**src/rtl/fdc_pkg.sv**
```systemverilog
package fdc_pkg;

    typedef enum logic [1:0] {
        OUT_IDLE   = 2'd0,
        OUT_HIT    = 2'd1,
        OUT_MISS   = 2'd2,
        OUT_REJECT = 2'd3
    } outcome_e;

endpackage

```
**src/rtl/fdc_id_store.sv**
```systemverilog
module fdc_id_store #(
    parameter int ROWS = 32,
    parameter int ID_W = 8,
    localparam int ROW_W = (ROWS > 1) ? $clog2(ROWS) : 1
) (
    input  logic                       clk,
    input  logic                       rst_n,
    input  logic                       cfg_we,
    input  logic [ROW_W-1:0]           cfg_row,
    input  logic [ID_W-1:0]            cfg_id,
    input  logic                       cfg_force_flag,
    output logic [ROWS-1:0][ID_W-1:0]  ids_o,
    output logic [ROWS-1:0]            force_o
);

    typedef struct packed {
        logic [ROWS-1:0][ID_W-1:0] ids;
        logic [ROWS-1:0]           frc;
    } store_t;

    store_t st_d, st_q;

    always_comb begin
        st_d = st_q;
        if (cfg_we && (int'(cfg_row) < ROWS)) begin
            st_d.ids[cfg_row] = cfg_id;
            st_d.frc[cfg_row] = cfg_force_flag;
        end
    end

    always_ff @(posedge clk or negedge rst_n) begin
        if (!rst_n) begin
            st_q.ids <= '1;
            st_q.frc <= '0;
        end else begin
            st_q <= st_d;
        end
    end

    assign ids_o   = st_q.ids;
    assign force_o = st_q.frc;

endmodule

```
**src/rtl/fdc_match.sv**
```systemverilog
module fdc_match #(
    parameter int ROWS = 32,
    parameter int ID_W = 8
) (
    input  logic                       lookup_en,
    input  logic [ID_W-1:0]            call_id,
    input  logic [ROWS-1:0][ID_W-1:0]  ids,
    input  logic [ROWS-1:0]            force_q,
    input  logic [ROWS-1:0]            row_flag,
    output logic [ROWS-1:0]            hit_vec
);

    for (genvar r = 0; r < ROWS; r++) begin : g_row
        logic id_eq;
        logic qual;
        assign id_eq      = (ids[r] == call_id);
        assign qual       = row_flag[r] | force_q[r];
        assign hit_vec[r] = lookup_en & id_eq & qual;
    end

endmodule

```
**src/rtl/fdc_prio_sel.sv**
```systemverilog
module fdc_prio_sel #(
    parameter int ROWS   = 32,
    parameter int DATA_W = 32,
    localparam int SEL_W = (ROWS > 1) ? $clog2(ROWS) : 1,
    localparam int CNT_W = $clog2(ROWS + 1)
) (
    input  logic [ROWS-1:0]          hit_vec,
    input  logic [ROWS*DATA_W-1:0]   row_data,
    output logic                     any_o,
    output logic                     multi_o,
    output logic [DATA_W-1:0]        data_o
);

    logic [SEL_W-1:0] sel;
    logic [CNT_W-1:0] cnt;

    always_comb begin
        sel = '0;
        cnt = '0;
        for (int r = ROWS - 1; r >= 0; r--) begin
            if (hit_vec[r]) begin
                sel = SEL_W'(r);
            end
            cnt = cnt + CNT_W'(hit_vec[r]);
        end
    end

    assign any_o   = |hit_vec;
    assign multi_o = (cnt > CNT_W'(1));
    assign data_o  = any_o ? row_data[sel*DATA_W +: DATA_W] : '0;

endmodule

```
**src/rtl/flag_decode_cam.sv**
```systemverilog
module flag_decode_cam
    import fdc_pkg::*;
#(
    parameter int ROWS   = 32,
    parameter int ID_W   = 8,
    parameter int DATA_W = 32,
    localparam int ROW_W = (ROWS > 1) ? $clog2(ROWS) : 1
) (
    input  logic                     clk,
    input  logic                     rst_n,
    input  logic                     cfg_we,
    input  logic [ROW_W-1:0]         cfg_row,
    input  logic [ID_W-1:0]          cfg_id,
    input  logic                     cfg_force_flag,
    input  logic                     call_valid,
    input  logic [ID_W-1:0]          call_id,
    input  logic [ROWS-1:0]          row_flag,
    input  logic [ROWS*DATA_W-1:0]   row_data,
    output logic [DATA_W-1:0]        res_bus,
    output logic                     call_hit,
    output logic                     call_miss,
    output logic                     call_reject,
    output logic                     multi_hit,
    output logic                     wb_valid,
    output logic [DATA_W-1:0]        wb_data
);

    localparam logic [ID_W-1:0] RESERVED_ID = '1;

    typedef struct packed {
        logic              vld;
        logic [DATA_W-1:0] data;
    } wb_t;

    logic [ROWS-1:0][ID_W-1:0] ids;
    logic [ROWS-1:0]           force_q;
    logic [ROWS-1:0]           hit_vec;
    logic                      lookup_en;
    logic                      any_hit;
    logic                      multi_raw;
    logic [DATA_W-1:0]         sel_data;
    outcome_e                  outcome;
    wb_t                       wb_d, wb_q;

    fdc_id_store #(.ROWS(ROWS), .ID_W(ID_W)) u_store (
        .clk            (clk),
        .rst_n          (rst_n),
        .cfg_we         (cfg_we),
        .cfg_row        (cfg_row),
        .cfg_id         (cfg_id),
        .cfg_force_flag (cfg_force_flag),
        .ids_o          (ids),
        .force_o        (force_q)
    );

    assign lookup_en = call_valid && (call_id != RESERVED_ID);

    fdc_match #(.ROWS(ROWS), .ID_W(ID_W)) u_match (
        .lookup_en (lookup_en),
        .call_id   (call_id),
        .ids       (ids),
        .force_q   (force_q),
        .row_flag  (row_flag),
        .hit_vec   (hit_vec)
    );

    fdc_prio_sel #(.ROWS(ROWS), .DATA_W(DATA_W)) u_sel (
        .hit_vec  (hit_vec),
        .row_data (row_data),
        .any_o    (any_hit),
        .multi_o  (multi_raw),
        .data_o   (sel_data)
    );

    always_comb begin
        if (!call_valid)          outcome = OUT_IDLE;
        else if (!lookup_en)      outcome = OUT_REJECT;
        else if (any_hit)         outcome = OUT_HIT;
        else                      outcome = OUT_MISS;
    end

    assign call_hit    = (outcome == OUT_HIT);
    assign call_miss   = (outcome == OUT_MISS);
    assign call_reject = (outcome == OUT_REJECT);
    assign multi_hit   = call_hit && multi_raw;
    assign res_bus     = call_hit ? sel_data : '0;

    always_comb begin
        wb_d.vld  = call_hit;
        wb_d.data = call_hit ? sel_data : wb_q.data;
    end

    always_ff @(posedge clk or negedge rst_n) begin
        if (!rst_n) begin
            wb_q <= '0;
        end else begin
            wb_q <= wb_d;
        end
    end

    assign wb_valid = wb_q.vld;
    assign wb_data  = wb_q.data;

endmodule

```
**config.mk**
```make
export PLATFORM = sky130hd
export DESIGN_NAME = flag_decode_cam
export DESIGN_NICKNAME = d
export VERILOG_FILES = /design/src/rtl/fdc_pkg.sv /design/src/rtl/fdc_id_store.sv /design/src/rtl/fdc_match.sv /design/src/rtl/fdc_prio_sel.sv /design/src/rtl/flag_decode_cam.sv
export SDC_FILE = /design/constraint.sdc
export NUM_CORES = 2
export LEC_CHECK = 0
export BUFFER_PORTS_ARGS = -buffer_cell sky130_fd_sc_hd__buf_2
export CAP_MARGIN = 25
export CORE_AREA = 2 2 443 445
export DETAILED_ROUTE_END_ITERATION = 16
export DIE_AREA = 0 0 445 447
export GPL_ROUTABILITY_DRIVEN = 0
export GPL_TIMING_DRIVEN = 1
export HOLD_SLACK_MARGIN = 0.05
export SYNTH_ARGS = -nofsm -noshare
export SYNTH_HDL_FRONTEND = slang
export SYNTH_SLANG_ARGS = --single-unit
```
**constraint.sdc**
```tcl
create_clock -name clk -period 10.3 [get_ports clk]
set_input_delay 2.06 -clock clk [delete_from_list [all_inputs] [get_ports clk]]
set_output_delay 2.06 -clock clk [all_outputs]
set_load 0.05 [all_outputs]
```
==> flow_metrics.env <==
export IMPL_status="complete, no violations"
export IMPL_cap_viol_max_count=0
export IMPL_min_delay_start="wb_data[10]"
export IMPL_pin_slew_with_the_least_headroom_to_its_limit_ns=1.02
export IMPL_initial_core_util_pct=13.7
export IMPL_yosys_top_cell_by_area="dfstp_2"
export IMPL_rr_endpoint="wb_data[1]"
export IMPL_syn_cell_area_sq_mm=0.0267
export IMPL_total_switching_power_w=0.00211
export IMPL_dr_total_vias=29200
export IMPL_final_nets=4993
export IMPL_final_max_slew_viol_count=0
export IMPL_dieWidth_microns=445
export IMPL_regToRegSetupSlack_ns=4.86
export IMPL_cts_buffer_depth=3
export IMPL_synth_cell_types=82
export IMPL_synth_avg_cell_area_sq_um=9.62
export IMPL_layout_worst_path_cycle_share_pct=98.9
export IMPL_ys_warnings_count=0
export IMPL_preCtsSetupSlack_ns=-0.163
export IMPL_grt_overflow_total=0
export IMPL_tritoncts_num_sinks=321
export IMPL_syn_nets=3890
export IMPL_top_level_ports=1151
export IMPL_drt_iter0_drc=3572
export IMPL_setup_viol_count_final=0
export IMPL_slew_limit_headroom_pct=32.0
export IMPL_worst_r2r_path_depth=19
export IMPL_place_inst=6374
export IMPL_detail_route_drc_violations=0
export IMPL_required_arrival_time_at_the_worst_endpoint_ns=8.24
export IMPL_cts_root_buf="clkbuf_16"
export IMPL_placeableCoreArea_sq_mm=0.194
export IMPL_cts_tree="built"
export IMPL_whs_path_depth=2
export IMPL_worstSetupPathType="in -> out"
export IMPL_synthToLayoutAreaGrowth_pct=40.7
export IMPL_timing_final_crit_period_ns=10.19
export IMPL_synth_enable_flop_cells=0
export IMPL_clock_latency_late_sink_ns=0.65
export IMPL_place_port_buffers=1150
export IMPL_finalHoldViolCount=0
export IMPL_power_switching_fraction_pct=39.5
export IMPL_critical_path_most_common_cell="fa_1"
export IMPL_netlist_instances=2773
export IMPL_worst_setup_path_end_kind="output pin"
export IMPL_power_per_cell_area_mw_per_mm2=143
export IMPL_startpoint_type="primary input"
export IMPL_dieHeight_microns=447
export IMPL_ys_seq_elements=321
export IMPL_hold_critical_path_endpoint="wb_data[10]"
export IMPL_maximum_vdd_drop_mv=0.134
export IMPL_grtUsageMet1_pct=22.7
export IMPL_drive_gt1_share_pct=50.2
export IMPL_via_per_inst=4.48
export IMPL_drt_first_pass_iters=6
export IMPL_synthDominantCellAreaShare_pct=25.2
export IMPL_global_route_usage_met2_pct=30.0
export IMPL_cts_buffers=40
export IMPL_setup_repair_after_global_routing_missed_its_margin="yes"
export IMPL_floorplan_die_area_sq_mm=0.199
export IMPL_grt_antenna_before_repair=177
export IMPL_finalWorstSetupSlack_ns=0.110
export IMPL_clock_fmax_ghz=0.0981
export IMPL_seq_area_frac_synth_pct=31.3
export IMPL_cts_reportedPaths_clkPinSlew_ns=0.06
export IMPL_p_seq_share_pct=35.6
export IMPL_ant_nets=0
export IMPL_grt_busiest_layer="met2"
export IMPL_maximum_number_of_pins_on_one_net_before_global_route_repair=132
export IMPL_p_clk_share_pct=27.6
export IMPL_fin_skew_ns=0.0671
export IMPL_cp_cell_sequence="buf_6, xor2_1, nor4_2, buf_4, o2111ai_2, or4_4, ha_4, inv_2, fa_1, fa_1, fa_1, fa_1, fa_1, fa_1, fa_2, fa_2, nor3_2, mux2_4, a31oi_4, buf_12"
export IMPL_power_frac_comb_pct=36.8
export IMPL_vias_in_the_first_global_route=27100
export IMPL_timing_critical_path_fanout_max=5
export IMPL_grt_first_pass_wirelength_mm=255
export IMPL_fin_setup_tns_ns=0
export IMPL_track_usage_pct=19.2
export IMPL_cpMaxStageDelayCell="fa_1"
export IMPL_route_final_wire_length_mm=203
export IMPL_post_layout_nonfiller_instances=6523
export IMPL_internal_power_w=0.00324
export IMPL_fin_hold_ws_ns=0.495
export IMPL_synthTopCellsByArea="dfstp_2, mux2i_1, mux2_2"
export IMPL_synth_top_flop_cell="dfstp_2"
export IMPL_worst_r2r_startpoint="u_store.ids_o[241]"
export IMPL_grt_use_met3_pct=9.16
export IMPL_min_delay_path_class="reg -> reg"
export IMPL_hpwl_mm=171
export IMPL_detail_route_wl_per_cell_microns=31.1
export IMPL_async_flop_share_pct=100
export IMPL_h_tree_depth=2
export IMPL_number_of_buffers_inserted_by_hold_repair_at_cts=0
export IMPL_netlist_top_cells_count="nand2_1, mux2i_1, mux2_2"
export IMPL_post_synth_top_count_cell="nand2_1"
export IMPL_std_cell_rows=162
export IMPL_critPathMaxStageDelay_ns=0.58
export IMPL_worst_endpoint_arrival_ns=8.13
export IMPL_leakage_nw=16.1
power by group through the flow:
stage	sequential (W)	clock, W	combinational [W]
floorplan	0.00202	0	0.000903
global placement	0.00192	0	0.00193
detailed placement	0.00192	0	0.00195
CTS	0.00191	0.00152	0.00196
global route	0.00194	0.00157	0.00209
finish	0.00191	0.00147	0.00197
cell type report:
class | count | area, sq um
Fill cell | 21600 | 157000
Multi-Input combinational cell | 2187 | 16900
Sequential cell | 321 | 8350
Timing Repair Buffer | 1290 | 7390
Tap cell | 2542 | 3180
Clock buffer | 56 | 1140
Clock inverter | 17 | 208
Antenna cell | 74 | 185
Inverter | 36 | 135
worst max path at each step:
stage / from / to / slack, ns / cells after the start
2_1_floorplan: call_id[7] / multi_hit / 0.0001 / 19
3_3_place_gp: call_id[7] / multi_hit / -0.14 / 19
3_5_place_dp: call_id[7] / multi_hit / -0.16 / 18
4_1_cts: call_id[4] / multi_hit / 0.009 / 19
5_1_grt: call_id[7] / multi_hit / -0.02 / 19
6_report: call_id[6] / multi_hit / 0.11 / 20
worst max-delay path: cells and delay by family:
kind                       cells  cell delay, ns
adders and majority gates      9            4.02
xor gates and xnor gates       1            0.18
buffers and inverters          4            0.53
AOI/OAI and AO/OA              2            0.20
muxes                          1            0.19
and+or+nand+nor                3            0.94
what timing repair did:
item	CTS	global route
resized for setup	3	20
endpoints found under the hold margin	0	0
buffers inserted	0	1
pin swaps	5	15
cloned	0	0
endpoints found under the setup margin	1	1
per-stage QoR:
stage / util (%) / total power, W / area (sq um)
after global routing: 19.3 / 0.00559 / 37500
after global placement: 18.5 / 0.00385 / 35800
after floorplan: - / 0.00292 / 26700
final: 19.3 / 0.00535 / 37500
after CTS: 19.2 / 0.00539 / 37200
after detailed placement: 18.5 / 0.00387 / 35900
sequential cells by signal, summed over array words and instances, names as in the netlist:
signal	flops
u_store.ids_o	256
wb_data	32
u_store.force_o	32
wb_valid	1
metal layers:
layer	part of all wire, %	up-vias
met5	0.31	-
li1	-	12400
met3	13	402
met1	38	14400
met2	45	1905
met4	3.6	100
placed cells by master, fill, tap and decap left out, drive strengths merged, types with 13 or more instances in the layout:
cell     netlist  final
a31oi         86     86
a22oi         23     23
nor4          33     33
a32o          22     22
clkinv         0     13
nor3          41     41
diode          0     74
a211oi        19     19
a311oi        23     23
a21oi         75     75
o2111ai       61     61
mux2i        354    354
dfrtp         65     65
and3          49     49
o22ai         32     32
o211ai        28     28
buf          142   1290
nor2          48     48
nand3        128    128
fa            24     24
mux2         294    294
inv           36     39
nand2        412    412
clkbuf        87     56
o21ai         23     23
dfstp        256    256
xnor2         65     65
xor2         191    191
nand2b        24     24
cells by family after synthesis:
family / synth area share [%]
DFF: 31.3
muxes: 25.9
and+or+nand+nor: 13.7
adders and majority gates: 2.32
xor gates and xnor gates: 8.41
buffers and inverters: 5.88
AOI/OAI and AO/OA: 12.5
Note: power is estimated with default switching activity, not from simulation.
